File: src/rtl/vc_pkg.sv
package vc_pkg;
  typedef enum logic [1:0] {
    VC_IDLE  = 2'd0,
    VC_MREQ  = 2'd1,
    VC_MWAIT = 2'd2,
    VC_RSP   = 2'd3
  } vc_state_e;
endpackage

File: src/rtl/vc_store.sv
// Entry storage: one valid bit, block address and line per entry.
module vc_store #(
  parameter int ENTRIES = 4,
  parameter int ADDR_W  = 27,
  parameter int LINE_W  = 128,
  parameter int IDX_W   = $clog2(ENTRIES)
) (
  input  logic                             clk,
  input  logic                             rst_n,
  input  logic                             wr_en,
  input  logic [IDX_W-1:0]                 wr_idx,
  input  logic [ADDR_W-1:0]                wr_addr,
  input  logic [LINE_W-1:0]                wr_data,
  input  logic                             inv_en,
  input  logic [IDX_W-1:0]                 inv_idx,
  output logic [ENTRIES-1:0][ADDR_W-1:0]   tags,
  output logic [ENTRIES-1:0][LINE_W-1:0]   lines,
  output logic [ENTRIES-1:0]               valid
);
  for (genvar g = 0; g < ENTRIES; g++) begin : g_ent
    logic              v_q;
    logic [ADDR_W-1:0] t_q;
    logic [LINE_W-1:0] d_q;
    logic              sel_wr;
    logic              sel_inv;

    assign sel_wr  = wr_en  && (wr_idx  == IDX_W'(g));
    assign sel_inv = inv_en && (inv_idx == IDX_W'(g));

    always_ff @(posedge clk) begin
      if (!rst_n)       v_q <= 1'b0;
      else if (sel_wr)  v_q <= 1'b1;
      else if (sel_inv) v_q <= 1'b0;
    end

    always_ff @(posedge clk) begin
      if (sel_wr) begin
        t_q <= wr_addr;
        d_q <= wr_data;
      end
    end

    assign valid[g] = v_q;
    assign tags[g]  = t_q;
    assign lines[g] = d_q;
  end
endmodule

File: src/rtl/vc_match.sv
// Parallel comparators, one per entry, plus a one-hot line select.
module vc_match #(
  parameter int ENTRIES = 4,
  parameter int ADDR_W  = 27,
  parameter int LINE_W  = 128,
  parameter int IDX_W   = $clog2(ENTRIES)
) (
  input  logic [ADDR_W-1:0]                probe_addr,
  input  logic [ENTRIES-1:0][ADDR_W-1:0]   tags,
  input  logic [ENTRIES-1:0][LINE_W-1:0]   lines,
  input  logic [ENTRIES-1:0]               valid,
  output logic [ENTRIES-1:0]               hit_vec,
  output logic                             hit_any,
  output logic [IDX_W-1:0]                 hit_idx,
  output logic [LINE_W-1:0]                hit_line
);
  for (genvar g = 0; g < ENTRIES; g++) begin : g_cmp
    assign hit_vec[g] = valid[g] && (tags[g] == probe_addr);
  end

  assign hit_any = |hit_vec;

  always_comb begin
    hit_idx  = '0;
    hit_line = '0;
    for (int i = 0; i < ENTRIES; i++) begin
      if (hit_vec[i]) hit_idx = IDX_W'(i);
      hit_line = hit_line | (lines[i] & {LINE_W{hit_vec[i]}});
    end
  end
endmodule

File: src/rtl/vc_lru.sv
// Age ranking: 0 = most recent, ENTRIES-1 = oldest. Ages stay a permutation.
module vc_lru #(
  parameter int ENTRIES = 4,
  parameter int IDX_W   = $clog2(ENTRIES)
) (
  input  logic               clk,
  input  logic               rst_n,
  input  logic               touch_en,
  input  logic [IDX_W-1:0]   touch_idx,
  input  logic [ENTRIES-1:0] valid,
  output logic [IDX_W-1:0]   repl_idx
);
  localparam int AGE_W = IDX_W;

  logic [ENTRIES-1:0][AGE_W-1:0] age;
  logic [AGE_W-1:0]              touch_age;
  logic                          free_found;

  assign touch_age = age[touch_idx];

  always_ff @(posedge clk) begin
    if (!rst_n) begin
      for (int i = 0; i < ENTRIES; i++) age[i] <= AGE_W'(i);
    end else if (touch_en) begin
      for (int j = 0; j < ENTRIES; j++) begin
        if (IDX_W'(j) == touch_idx)   age[j] <= '0;
        else if (age[j] < touch_age)  age[j] <= age[j] + AGE_W'(1);
      end
    end
  end

  always_comb begin
    repl_idx   = '0;
    free_found = 1'b0;
    for (int i = 0; i < ENTRIES; i++) begin
      if (!valid[i] && !free_found) begin
        repl_idx   = IDX_W'(i);
        free_found = 1'b1;
      end
    end
    if (!free_found) begin
      for (int i = 0; i < ENTRIES; i++) begin
        if (age[i] == AGE_W'(ENTRIES - 1)) repl_idx = IDX_W'(i);
      end
    end
  end
endmodule

File: src/rtl/victim_cache_ctrl.sv
module victim_cache_ctrl #(
  parameter int ENTRIES = 4,
  parameter int ADDR_W  = 27,
  parameter int LINE_W  = 128
) (
  input  logic              clk,
  input  logic              rst_n,
  input  logic              lkp_valid,
  output logic              lkp_ready,
  input  logic [ADDR_W-1:0] lkp_addr,
  input  logic              ev_valid,
  input  logic [ADDR_W-1:0] ev_addr,
  input  logic [LINE_W-1:0] ev_data,
  output logic              rsp_valid,
  input  logic              rsp_ready,
  output logic              rsp_hit,
  output logic [LINE_W-1:0] rsp_data,
  output logic              mem_req_valid,
  input  logic              mem_req_ready,
  output logic [ADDR_W-1:0] mem_req_addr,
  input  logic              mem_ret_valid,
  output logic              mem_ret_ready,
  input  logic [LINE_W-1:0] mem_ret_data
);
  import vc_pkg::*;

  localparam int IDX_W = $clog2(ENTRIES);

  vc_state_e state_q;
  logic [ADDR_W-1:0] req_addr_q;
  logic [LINE_W-1:0] rsp_data_q;
  logic              rsp_hit_q;

  logic [ENTRIES-1:0][ADDR_W-1:0] tags;
  logic [ENTRIES-1:0][LINE_W-1:0] lines;
  logic [ENTRIES-1:0]             valid;
  logic [ENTRIES-1:0]             hit_vec;
  logic                           hit_any;
  logic [IDX_W-1:0]               hit_idx;
  logic [LINE_W-1:0]              hit_line;
  logic [IDX_W-1:0]               repl_idx;

  logic             fire;
  logic             wr_en;
  logic [IDX_W-1:0] wr_idx;
  logic             inv_en;

  assign lkp_ready     = (state_q == VC_IDLE);
  assign fire          = lkp_valid && lkp_ready;
  assign wr_en         = fire && ev_valid;
  assign wr_idx        = hit_any ? hit_idx : repl_idx;
  assign inv_en        = fire && hit_any && !ev_valid;

  assign mem_req_valid = (state_q == VC_MREQ);
  assign mem_req_addr  = req_addr_q;
  assign mem_ret_ready = (state_q == VC_MWAIT);
  assign rsp_valid     = (state_q == VC_RSP);
  assign rsp_hit       = rsp_hit_q;
  assign rsp_data      = rsp_data_q;

  vc_store #(.ENTRIES(ENTRIES), .ADDR_W(ADDR_W), .LINE_W(LINE_W)) store_i (
    .clk     (clk),
    .rst_n   (rst_n),
    .wr_en   (wr_en),
    .wr_idx  (wr_idx),
    .wr_addr (ev_addr),
    .wr_data (ev_data),
    .inv_en  (inv_en),
    .inv_idx (hit_idx),
    .tags    (tags),
    .lines   (lines),
    .valid   (valid)
  );

  vc_match #(.ENTRIES(ENTRIES), .ADDR_W(ADDR_W), .LINE_W(LINE_W)) match_i (
    .probe_addr (lkp_addr),
    .tags       (tags),
    .lines      (lines),
    .valid      (valid),
    .hit_vec    (hit_vec),
    .hit_any    (hit_any),
    .hit_idx    (hit_idx),
    .hit_line   (hit_line)
  );

  vc_lru #(.ENTRIES(ENTRIES)) lru_i (
    .clk       (clk),
    .rst_n     (rst_n),
    .touch_en  (wr_en),
    .touch_idx (wr_idx),
    .valid     (valid),
    .repl_idx  (repl_idx)
  );

  always_ff @(posedge clk) begin
    if (!rst_n) begin
      state_q    <= VC_IDLE;
      req_addr_q <= '0;
      rsp_data_q <= '0;
      rsp_hit_q  <= 1'b0;
    end else begin
      unique case (state_q)
        VC_IDLE: if (fire) begin
          if (hit_any) begin
            rsp_data_q <= hit_line;
            rsp_hit_q  <= 1'b1;
            state_q    <= VC_RSP;
          end else begin
            req_addr_q <= lkp_addr;
            state_q    <= VC_MREQ;
          end
        end
        VC_MREQ:  if (mem_req_ready) state_q <= VC_MWAIT;
        VC_MWAIT: if (mem_ret_valid) begin
          rsp_data_q <= mem_ret_data;
          rsp_hit_q  <= 1'b0;
          state_q    <= VC_RSP;
        end
        VC_RSP:   if (rsp_ready) state_q <= VC_IDLE;
        default:  state_q <= VC_IDLE;
      endcase
    end
  end
endmodule

File: config.mk
export PLATFORM = sky130hd
export DESIGN_NAME = victim_cache_ctrl
export DESIGN_NICKNAME = d
export VERILOG_FILES = /design/src/rtl/vc_pkg.sv /design/src/rtl/vc_store.sv /design/src/rtl/vc_match.sv /design/src/rtl/vc_lru.sv /design/src/rtl/victim_cache_ctrl.sv
export SDC_FILE = /design/constraint.sdc
export NUM_CORES = 1
export LEC_CHECK = 0
export ABC_CLOCK_PERIOD_IN_PS = 13400
export BUFFER_PORTS_ARGS = -buffer_cell sky130_fd_sc_hd__buf_2
export CAP_MARGIN = 20
export CORE_ASPECT_RATIO = 0.75
export CORE_MARGIN = 1
export CORE_UTILIZATION = 25
export DETAILED_ROUTE_END_ITERATION = 7
export PLACE_DENSITY = 0.5
export SKIP_LAST_GASP = 1
export SLEW_MARGIN = 30
export SYNTH_ARGS = -nofsm -noshare
export SYNTH_HDL_FRONTEND = slang
export SYNTH_SLANG_ARGS = --single-unit
File: constraint.sdc
create_clock -name clk -period 13.4 [get_ports clk]
set_clock_uncertainty 0.15 [all_clocks]
set_input_delay 1.34 -clock clk [delete_from_list [all_inputs] [get_ports clk]]
set_output_delay 1.34 -clock clk [all_outputs]
set_load 0.01 [all_outputs]
==> results of run 1 <==
## power breakdown
part           switching (mW)  total, mW  internal [mW]
sequential             0.0446       2.83           2.78
combinational           0.522      0.699          0.177
clock                   0.986       2.35           1.37
## worst register-to-register path: stages (launching register included)
cell,delay (ns)
edfxtp_1,0.38
xnor2_1,0.43
nand4_1,0.16
nor4_1,0.56
and2_4,0.63
buf_4,0.66
buf_4,0.74
o21ai_0,0.55
inv_8,0.33
buf_4,0.74
## path summary, 6_finish.rpt
| path | startpoint | endpoint | slack (ns) | cells after the start |
|---|---|---|---|---|
| worst max-delay path | lkp_addr[13] | store_i.g_ent[3].d_q[117]$_DFFE_PP_ | 7.14 | 10 |
| worst min-delay path | mem_req_addr[1]$_SDFFE_PN0P_ | mem_req_addr[1]$_SDFFE_PN0P_ | 0.31 | 2 |
| worst max register to register | store_i.g_ent[3].t_q[13]$_DFFE_PP_ | store_i.g_ent[3].d_q[117]$_DFFE_PP_ | 7.59 | 9 |
| worst min register to register | mem_req_addr[1]$_SDFFE_PN0P_ | mem_req_addr[1]$_SDFFE_PN0P_ | 0.31 | 2 |
## synth_stat cells, types with 2 or more instances
| cell | instances |
|---|---|
| nor3_1 | 9 |
| a31oi_1 | 4 |
| a21boi_0 | 31 |
| o21ai_0 | 134 |
| clkbuf_2 | 2 |
| ha_1 | 8 |
| inv_1 | 18 |
| nor2_1 | 15 |
| nor4_1 | 14 |
| buf_6 | 2 |
| a21oi_1 | 263 |
| a211oi_1 | 4 |
| or4_1 | 8 |
| o32ai_1 | 2 |
| nand2b_1 | 4 |
| nand3_1 | 9 |
| o31ai_1 | 3 |
| buf_2 | 18 |
| nand2_1 | 199 |
| xnor2_1 | 72 |
| o211ai_1 | 3 |
| dfxtp_1 | 170 |
| buf_1 | 12 |
| o311ai_0 | 4 |
| nand4_1 | 33 |
| and3_1 | 5 |
| o22ai_1 | 2 |
| o21a_1 | 2 |
| a22oi_1 | 256 |
| nor4b_1 | 4 |
| o41ai_1 | 5 |
| nand4b_1 | 2 |
| xor2_1 | 35 |
| nor2b_1 | 4 |
| or2_1 | 2 |
| edfxtp_1 | 620 |
| clkbuf_1 | 135 |
| and2_1 | 131 |
## flip-flops by register name, indices dropped and copies added, names as in the netlist
register	count
store_i.g_ent.d_q	512
rsp_data	128
store_i.g_ent.t_q	108
mem_req_addr	27
lru_i.age	8
store_i.g_ent.v_q	4
state_q	2
rsp_hit	1
## logic make-up (layout without fill, tap and decap cells)
group,count (synthesis),in the layout,share of synthesized area [%]
XOR/XNOR,108,108,3.11
buffers and inverters,188,675,2.45
adder cells (fa/ha/maj),9,9,0.359
AO/OA/AOI/OAI,727,727,14.8
flip-flops,790,790,71.9
AND/OR/NAND/NOR,445,445,7.39
multiplexers,1,1,0.0327
other,0,2,0
## routing by layer
metal / wire length (um) / GRT usage [%] / vias to the layer above / part of all wire (%)
met5: 276 / 0 / - / 0.30
met4: 1770 / 3.84 / 38 / 1.9
met3: 6640 / 4.37 / 142 / 7.2
met2: 40700 / 21.5 / 581 / 44
met1: 42900 / 20.4 / 9791 / 47
li1: - / - / 9420 / -
## stage by stage
| step | std cells | instance area [um2] | power, mW | hold slack [ns] |
|---|---|---|---|---|
| 2_1_floorplan | 2268 | 30600 | 3.30 | 0.338 |
| 3_5_place_dp | 4220 | 34600 | 3.58 | 0.305 |
| 3_3_place_gp | 4219 | 34600 | 3.57 | 0.303 |
| 6_report | 4381 | 37500 | 5.88 | 0.310 |
| 4_1_cts | 4376 | 37400 | 5.95 | 0.313 |
| 5_1_grt | 4381 | 37500 | 6.12 | 0.333 |
## area by class of cell
cell class / instances / area (um2)
clock inverter: 41 / 402
clock buffer: 115 / 2380
multi-input combinational: 1290 / 7910
fill: 12166 / 83200
tap: 1624 / 2030
inverter: 18 / 97.6
sequential: 790 / 22000
antenna: 2 / 5.00
timing repair buffer: 501 / 2660
==> flow_summary.yaml, run 1 <==
status:
  status: "complete, no violations"
critical_path:
  slowest_delay_ns: 0.73
  start_kind: "primary input"
  critical_path.top_delay_family: "buffers and inverters"
  critPathKind: "primary input to register"
  cp_num_buf_inv: 5
  worst-path-max-fanout: 58
  crit_top_cell: "buf_4"
  cp.arrival_ns: 6.41
  cp_slowest_cell: "buf_4"
  critical_path_required_ns: 13.55
  cp_cell_sequence: "buf_2, xnor2_1, nand4_1, nor4_1, and2_4, buf_4, buf_4, o21ai_0, inv_8, buf_4"
  critPathCaptureType: "register"
sta:
  drv_slew: 0
  relSlewSlack_pct: 36.6
  finalSetupViolCount: 0
  finalCritPeriodShare_pct: 46.7
  min_period_ns: 6.26
  hold_violations: 0
  tightestPinTransition_ns: 0.952
  setup_ws_ns: 7.14
  clock.fmax_ghz: 0.160
  rsz0062_at_grt: "false"
  tns_ns: 0
final_layout:
  nets: 3011
  mostFrequentLayoutCells: "620 x edfxtp_1, 475 x buf_2, 263 x a21oi_1"
  final_common_cell: "edfxtp_1"
  area_growth_pct: 22.5
  final_core_util_pct: 31.1
  drive_gt1_share_pct: 23.6
yosys:
  avgSynthCellArea_um2: 13.5
  seq_area_frac_synth_pct: 71.9
  synth_edf_count: 620
  synth.ff_latch_count: 790
  synth_area_leaders: "edfxtp_1 61%, dfxtp_1 11%, a22oi_1 6.3%"
  synthArstFlopShare_pct: 0
  synth_cell_type_count: 62
  yosysTopAreaCellShare_pct: 60.8
  synthesis.nets: 2593
  yosysTopAreaCell: "edfxtp_1"
  ys_warn_count: 0
  synth_flop_cell: "edfxtp_1"
  synthCells: 2268
  syn_area_mm2: 0.0306
power_and_ir_drop:
  p_leak_nw: 12.6
  worst_ir_drop_vdd_uv: 92.7
  cellPowerDensity_mw_per_mm2: 157
cts:
  htreeDepth: 3
  cts_setup_buffers: 0
  cts_tree: "built"
  cts_root_buf: "clkbuf_16"
  clock_path_buffers: 3
  ctsHoldBuffers: 0
  cts_buffers: 85
  path_clk_slew_ns: 0.05
  clk_latency_ns: 0.68
  cts_num_sinks: 790
  cts-resized-gates: 0
global_route:
  grt_pass1_wl_um: 133000
  grt_max_degree: 104
  grt_usage_pct: 14.5
  grt-ovfl-total: 0
  grt_pass1_vias: 19540
  antenna_found_initial: 25
route:
  drc: 0
  ant_nets: 0
  first_pass_iters: 5
  vias_per_cell: 4.56
  first_iter_violations: 1524
  vias: 19972
  wl_per_cell_um: 21.1
  totalWireLength_um: 92300
placement:
  place_ws_ns: 5.92
  gp_congestion: 0.902
  port-buffer-count: 476
  post-dp-hpwl_um: 60000
min_path:
  hold_class: "register to register"
flow_run:
  drv_cap: 0
floorplanning:
  rows: 110
  core_mm2: 0.121
  die_h_um: 305
  die_area_mm2: 0.124
  initial_utilization_pct: 25.4
  io_pins: 477
  die_w_um: 406
Note: power is estimated with default switching activity, not from simulation.
==> run 2: changes to the inputs <==
--- a/config.mk
+++ b/config.mk
@@ -5,7 +5,7 @@
 export SDC_FILE = /design/constraint.sdc
 export NUM_CORES = 1
 export LEC_CHECK = 0
-export ABC_CLOCK_PERIOD_IN_PS = 13400
+export ABC_CLOCK_PERIOD_IN_PS = 5800
 export BUFFER_PORTS_ARGS = -buffer_cell sky130_fd_sc_hd__buf_2
 export CAP_MARGIN = 20
 export CORE_ASPECT_RATIO = 0.75
==> constraint.sdc (replaced) <==
create_clock -name clk -period 5.8 [get_ports clk]
set_clock_uncertainty 0.15 [all_clocks]
set_input_delay 0.58 -clock clk [delete_from_list [all_inputs] [get_ports clk]]
set_output_delay 0.58 -clock clk [all_outputs]
set_load 0.01 [all_outputs]
==> flow_summary.yaml, run 2 (synthesized netlist as in run 1, its figures left out) <==
final_layout:
  design_area_mm2: 0.0392
  register_area_mm2: 0.0220
  largest_reg_flops: 512
  nets: 3177
  area_growth_pct: 28.0
  mostFrequentLayoutCells: "620 x edfxtp_1, 475 x buf_2, 263 x a21oi_1"
  final_common_cell: "edfxtp_1"
  final_core_util_pct: 32.5
  finalNonFillerCells: 4554
  drive_gt1_share_pct: 22.5
  n_fill_cell: 12118
  multi_input_area_mm2: 0.00790
  top_register: "store_i.g_ent.d_q"
power_and_ir_drop:
  cellPowerDensity_mw_per_mm2: 350
  worst_ir_drop_vdd_uv: 237
  p_leak_nw: 13.3
placement:
  placed_area_mm2: 0.0348
  numPlacedInstances: 4232
  place_ws_ns: 1.18
  port-buffer-count: 476
  post-dp-hpwl_um: 59000
  gp_congestion: 0.889
cts:
  clock_path_buffers: 3
  htreeDepth: 3
  cts-resized-gates: 0
  clk_latency_ns: 0.69
  cts_buffers: 86
  cts_num_sinks: 790
  path_clk_slew_ns: 0.06
  cts_tree: "built"
  cts_root_buf: "clkbuf_16"
route:
  wl_per_cell_um: 20.4
  ant_nets: 0
  vias: 20798
  drc: 0
  vias_per_cell: 4.57
  first_pass_iters: 6
  first_iter_violations: 1470
  totalWireLength_um: 93000
critical_path:
  critical_path_required_ns: 6.24
  critPathCaptureType: "register"
  critPathCapture: "lru_i.age[5]$_SDFFE_PN1P_"
  worstSetupStartpoint: "store_i.g_ent[2].t_q[1]$_DFFE_PP_"
  r2r-end: "lru_i.age[5]$_SDFFE_PN1P_"
  r2r_start: "store_i.g_ent[2].t_q[1]$_DFFE_PP_"
  cp.arrival_ns: 4.80
  r2r_slack_ns: 1.44
  ff2ff_path_depth: 10
  critPathKind: "register to register"
  start_kind: "register"
  worst-path-max-fanout: 36
sta:
  finalCritPeriodShare_pct: 75.1
  drv_slew: 0
  min_period_ns: 4.36
  relSlewSlack_pct: 36.3
  rsz0062_at_grt: "false"
  tns_ns: 0
  hold_violations: 0
  tightestPinTransition_ns: 0.956
  setup_ws_ns: 1.44
  finalSetupViolCount: 0
  clock.fmax_ghz: 0.229
global_route:
  grt_pass1_wl_um: 136000
  grt_pass1_vias: 20818
  grt_usage_pct: 14.7
  grt_max_degree: 144
  antenna_found_initial: 8
  grt-ovfl-total: 0
status:
  status: "complete, no violations"
floorplanning:
  rows: 110
  core_mm2: 0.121
  initial_utilization_pct: 25.4
  io_pins: 477
  die_h_um: 305
  die_area_mm2: 0.124
  die_w_um: 406
min_path:
  hold_class: "primary input to register"
flow_run:
  drv_cap: 0
## run 2: cell count changes in the layout (fill, tap and decap cells not counted), moves of 3 or more
cell / change
dlygate4sd3_1: +156
buf_12: +12
clkbuf_1: +6
buf_16: -4
buf_4: +4
clkbuf_8: -4
buf_6: -3
clkinv_8: +3
clkinvlp_4: +3
diode_2: +3
inv_6: +3
inv_8: -3
## run 2: repair_timing
action / CTS / global route
hold endpoints to repair: 621 / 0
endpoints found under the setup margin: 0 / 0
hold buffers: 156 / 0
setup buffers: 0 / 0
## run 2: how the worst min path moves through the flow
stage,startpoint,to,slack (ns),cells past startpoint
2_1_floorplan,mem_req_addr[19]$_SDFFE_PN0P_,mem_req_addr[19]$_SDFFE_PN0P_,0.34,2
3_3_place_gp,mem_req_addr[24]$_SDFFE_PN0P_,mem_req_addr[24]$_SDFFE_PN0P_,0.30,2
3_5_place_dp,mem_req_addr[24]$_SDFFE_PN0P_,mem_req_addr[24]$_SDFFE_PN0P_,0.31,2
4_1_cts,lkp_addr[26],mem_req_addr[26]$_SDFFE_PN0P_,0.002,3
5_1_grt,lkp_addr[0],mem_req_addr[0]$_SDFFE_PN0P_,0.02,3
6_report,lkp_addr[26],mem_req_addr[26]$_SDFFE_PN0P_,0.07,3
## run 2: where the power goes
part | switching [mW] | internal [mW]
combinational | 1.23 | 0.515
clock | 2.34 | 3.11
sequential | 0.104 | 6.42
## run 2: final cells by class
cell class / instances / area share (%)
clock inverters: 42 / 1.02
well taps: 1624 / 5.18
clock buffers: 119 / 6.12
flip-flops and latches: 790 / 56.2
repair buffers: 666 / 11.1
diodes: 5 / 0.0319
inverters: 18 / 0.211
multi-input cells: 1290 / 20.2
## run 2: critical path, stage by stage (launching register included)
cell and delay, ns:
edfxtp_1 0.38, xnor2_1 0.50, nand4_1 0.34, nor4_1 0.63
and3_4 0.33, buf_4 0.46, nand2_1 0.23, o211ai_1 0.49
or2_1 0.30, nor3_1 0.08, o41ai_1 0.35
## run 2: layer usage
layer  routed length, um  vias up  GRT usage [%]
met1               43100    10275           20.5
met5                  32        -              0
met2               42200      609           22.5
met3                5290      142           3.33
li1                    -     9766              -
met4                2370        6           4.57
## run 2: stage by stage
stage	hold WS, ns	total power [mW]
2_1_floorplan	0.338	7.61
3_3_place_gp	0.299	8.29
3_5_place_dp	0.309	8.32
4_1_cts	0.00199	13.9
5_1_grt	0.0228	14.3
6_report	0.0730	13.7
==> run 3: changes to the inputs <==
--- a/config.mk
+++ b/config.mk
@@ -5,14 +5,14 @@
 export SDC_FILE = /design/constraint.sdc
 export NUM_CORES = 1
 export LEC_CHECK = 0
-export ABC_CLOCK_PERIOD_IN_PS = 5800
+export ABC_CLOCK_PERIOD_IN_PS = 3900
 export BUFFER_PORTS_ARGS = -buffer_cell sky130_fd_sc_hd__buf_2
 export CAP_MARGIN = 20
 export CORE_ASPECT_RATIO = 0.75
 export CORE_MARGIN = 1
 export CORE_UTILIZATION = 25
 export DETAILED_ROUTE_END_ITERATION = 7
-export PLACE_DENSITY = 0.5
+export PLACE_DENSITY = 0.51
 export SKIP_LAST_GASP = 1
 export SLEW_MARGIN = 30
 export SYNTH_ARGS = -nofsm -noshare
==> constraint.sdc (replaced) <==
create_clock -name clk -period 3.9 [get_ports clk]
set_clock_uncertainty 0.15 [all_clocks]
set_input_delay 0.39 -clock clk [delete_from_list [all_inputs] [get_ports clk]]
set_output_delay 0.39 -clock clk [all_outputs]
set_load 0.01 [all_outputs]
==> flow_summary.yaml, run 3 (synthesized netlist as in run 1, its figures left out) <==
cts:
  clk_latency_ns: 0.68
  cts_root_buf: "clkbuf_16"
  cts-resized-gates: 0
  cts_num_sinks: 790
  path_clk_slew_ns: 0.06
  cts_tree: "built"
  cts_buffers: 84
  htreeDepth: 3
  clock_path_buffers: 3
critical_path:
  worst-path-max-fanout: 5
  worstSetupStartpoint: "lkp_addr[19]"
  start_kind: "primary input"
  critPathCaptureType: "register"
  r2r_slack_ns: 0.33
  ff2ff_path_depth: 9
  critPathKind: "primary input to register"
  critical_path_required_ns: 4.32
  cp.arrival_ns: 4.07
  r2r_start: "store_i.g_ent[3].t_q[22]$_DFFE_PP_"
  r2r-end: "lru_i.age[1]$_SDFFE_PN0P_"
sta:
  finalCritPeriodShare_pct: 93.4
  rsz0062_at_grt: "false"
  tns_ns: 0
  drv_slew: 0
  hold_ws_ns: 0.0608
  hold_violations: 0
  finalSetupViolCount: 0
  min_period_ns: 3.64
  setup_ws_ns: 0.257
  relSlewSlack_pct: 54.1
  clock.fmax_ghz: 0.274
  tightestPinTransition_ns: 0.688
floorplanning:
  rows: 110
  die_h_um: 305
  io_pins: 477
  die_area_mm2: 0.124
  die_w_um: 406
  core_mm2: 0.121
  initial_utilization_pct: 25.4
final_layout:
  top_register: "store_i.g_ent.d_q"
  largest_reg_flops: 512
  area_growth_pct: 35.6
  mostFrequentLayoutCells: "620 x edfxtp_1, 475 x buf_2, 314 x dlygate4sd3_1"
  drive_gt1_share_pct: 23.2
  final_common_cell: "edfxtp_1"
  nets: 3358
  design_area_mm2: 0.0415
power_and_ir_drop:
  worst_ir_drop_vdd_uv: 290
  p_leak_nw: 14.4
  cellPowerDensity_mw_per_mm2: 503
  finalPower_mw: 20.9
min_path:
  hold_depth: 4
  min_to: "rsp_data[51]$_SDFFE_PN0P_"
  hold_class: "primary input to register"
  min_from: "mem_ret_data[51]"
route:
  first_iter_violations: 1528
  wl_per_cell_um: 19.1
  totalWireLength_um: 90300
  vias: 21279
  ant_nets: 0
  drc: 0
  first_pass_iters: 5
  vias_per_cell: 4.49
status:
  status: "complete, no violations"
global_route:
  grt_pass1_wl_um: 135000
  grt_pass1_vias: 21657
  grt-ovfl-total: 0
  grt_max_degree: 97
  grt_usage_pct: 14.3
  antenna_found_initial: 6
placement:
  port-buffer-count: 476
  gp_congestion: 0.857
  placed_area_mm2: 0.0355
  place_ws_ns: 0.209
  post-dp-hpwl_um: 57300
flow_run:
  drv_cap: 0
-- run 3: changes by cell type in the layout (fill, tap and decap cells not counted), moves of 8 or more --
cell           before  now
buf_12             12   31
clkinv_2           14   22
dlygate4sd3_1     156  314
xnor2_2             0   22
clkbuf_1           24   10
xnor2_1            72   50
-- run 3: timing repair --
item / in CTS / in global routing
buffers inserted: 0 / 0
hold buffers: 314 / 0
endpoints found under the hold margin: 779 / 0
-- run 3: cell type report --
cell class / count / area, um2
fillers: 11875 / 79200
clock buffers: 101 / 2260
clock inverters: 57 / 627
repair buffers: 849 / 6360
well taps: 1624 / 2030
multi-input cells: 1290 / 8140
diodes: 5 / 12.5
inverters: 18 / 82.6
flip-flops and latches: 790 / 22000
-- run 3: worst max path at each step --
stage / end / cells after the start
after global routing: lru_i.age[6]$_SDFFE_PN1P_ / 11
after detailed placement: lru_i.age[1]$_SDFFE_PN0P_ / 10
after floorplan: store_i.g_ent[3].d_q[0]$_DFFE_PP_ / 8
after CTS: lru_i.age[1]$_SDFFE_PN0P_ / 9
final: lru_i.age[1]$_SDFFE_PN0P_ / 13
after global placement: lru_i.age[1]$_SDFFE_PN0P_ / 10
-- run 3: power by group --
| group | leakage, nW | internal (mW) | switching, mW |
|---|---|---|---|
| clock network | 1.42 | 4.85 | 3.48 |
| registers | 6.98 | 9.55 | 0.149 |
| logic | 5.97 | 0.996 | 1.87 |
| total | 14.4 | 15.4 | 5.50 |
-- run 3: through the flow --
| step | util (%) | std cells |
|---|---|---|
| floorplan | - | 2268 |
| global placement | 29.4 | 4257 |
| detailed placement | 29.4 | 4257 |
| CTS | 34.4 | 4729 |
| global route | 34.4 | 4732 |
| finish | 34.4 | 4734 |
-- run 3: worst max-delay path: stages --
cell and delay [ns]:
dlygate4sd3_1 0.54, buf_2 0.14, buf_4 0.15, xnor2_1 0.30, nand4_1 0.24, nor4_1 0.41
buf_4 0.19, nand3_1 0.20, a31oi_1 0.32, o32ai_1 0.14, or2_1 0.31, or4_1 0.48
a32o_1 0.25
-- run 3: per-layer routing --
metal  vias to the layer above  global-route usage [%]  wire (um)
met4                         4                    3.88       1820
met1                     10458                    19.6      41600
met5                         -                       0         26
met2                       576                    22.7      41700
met3                       122                    3.29       5120
li1                      10119                       -          -
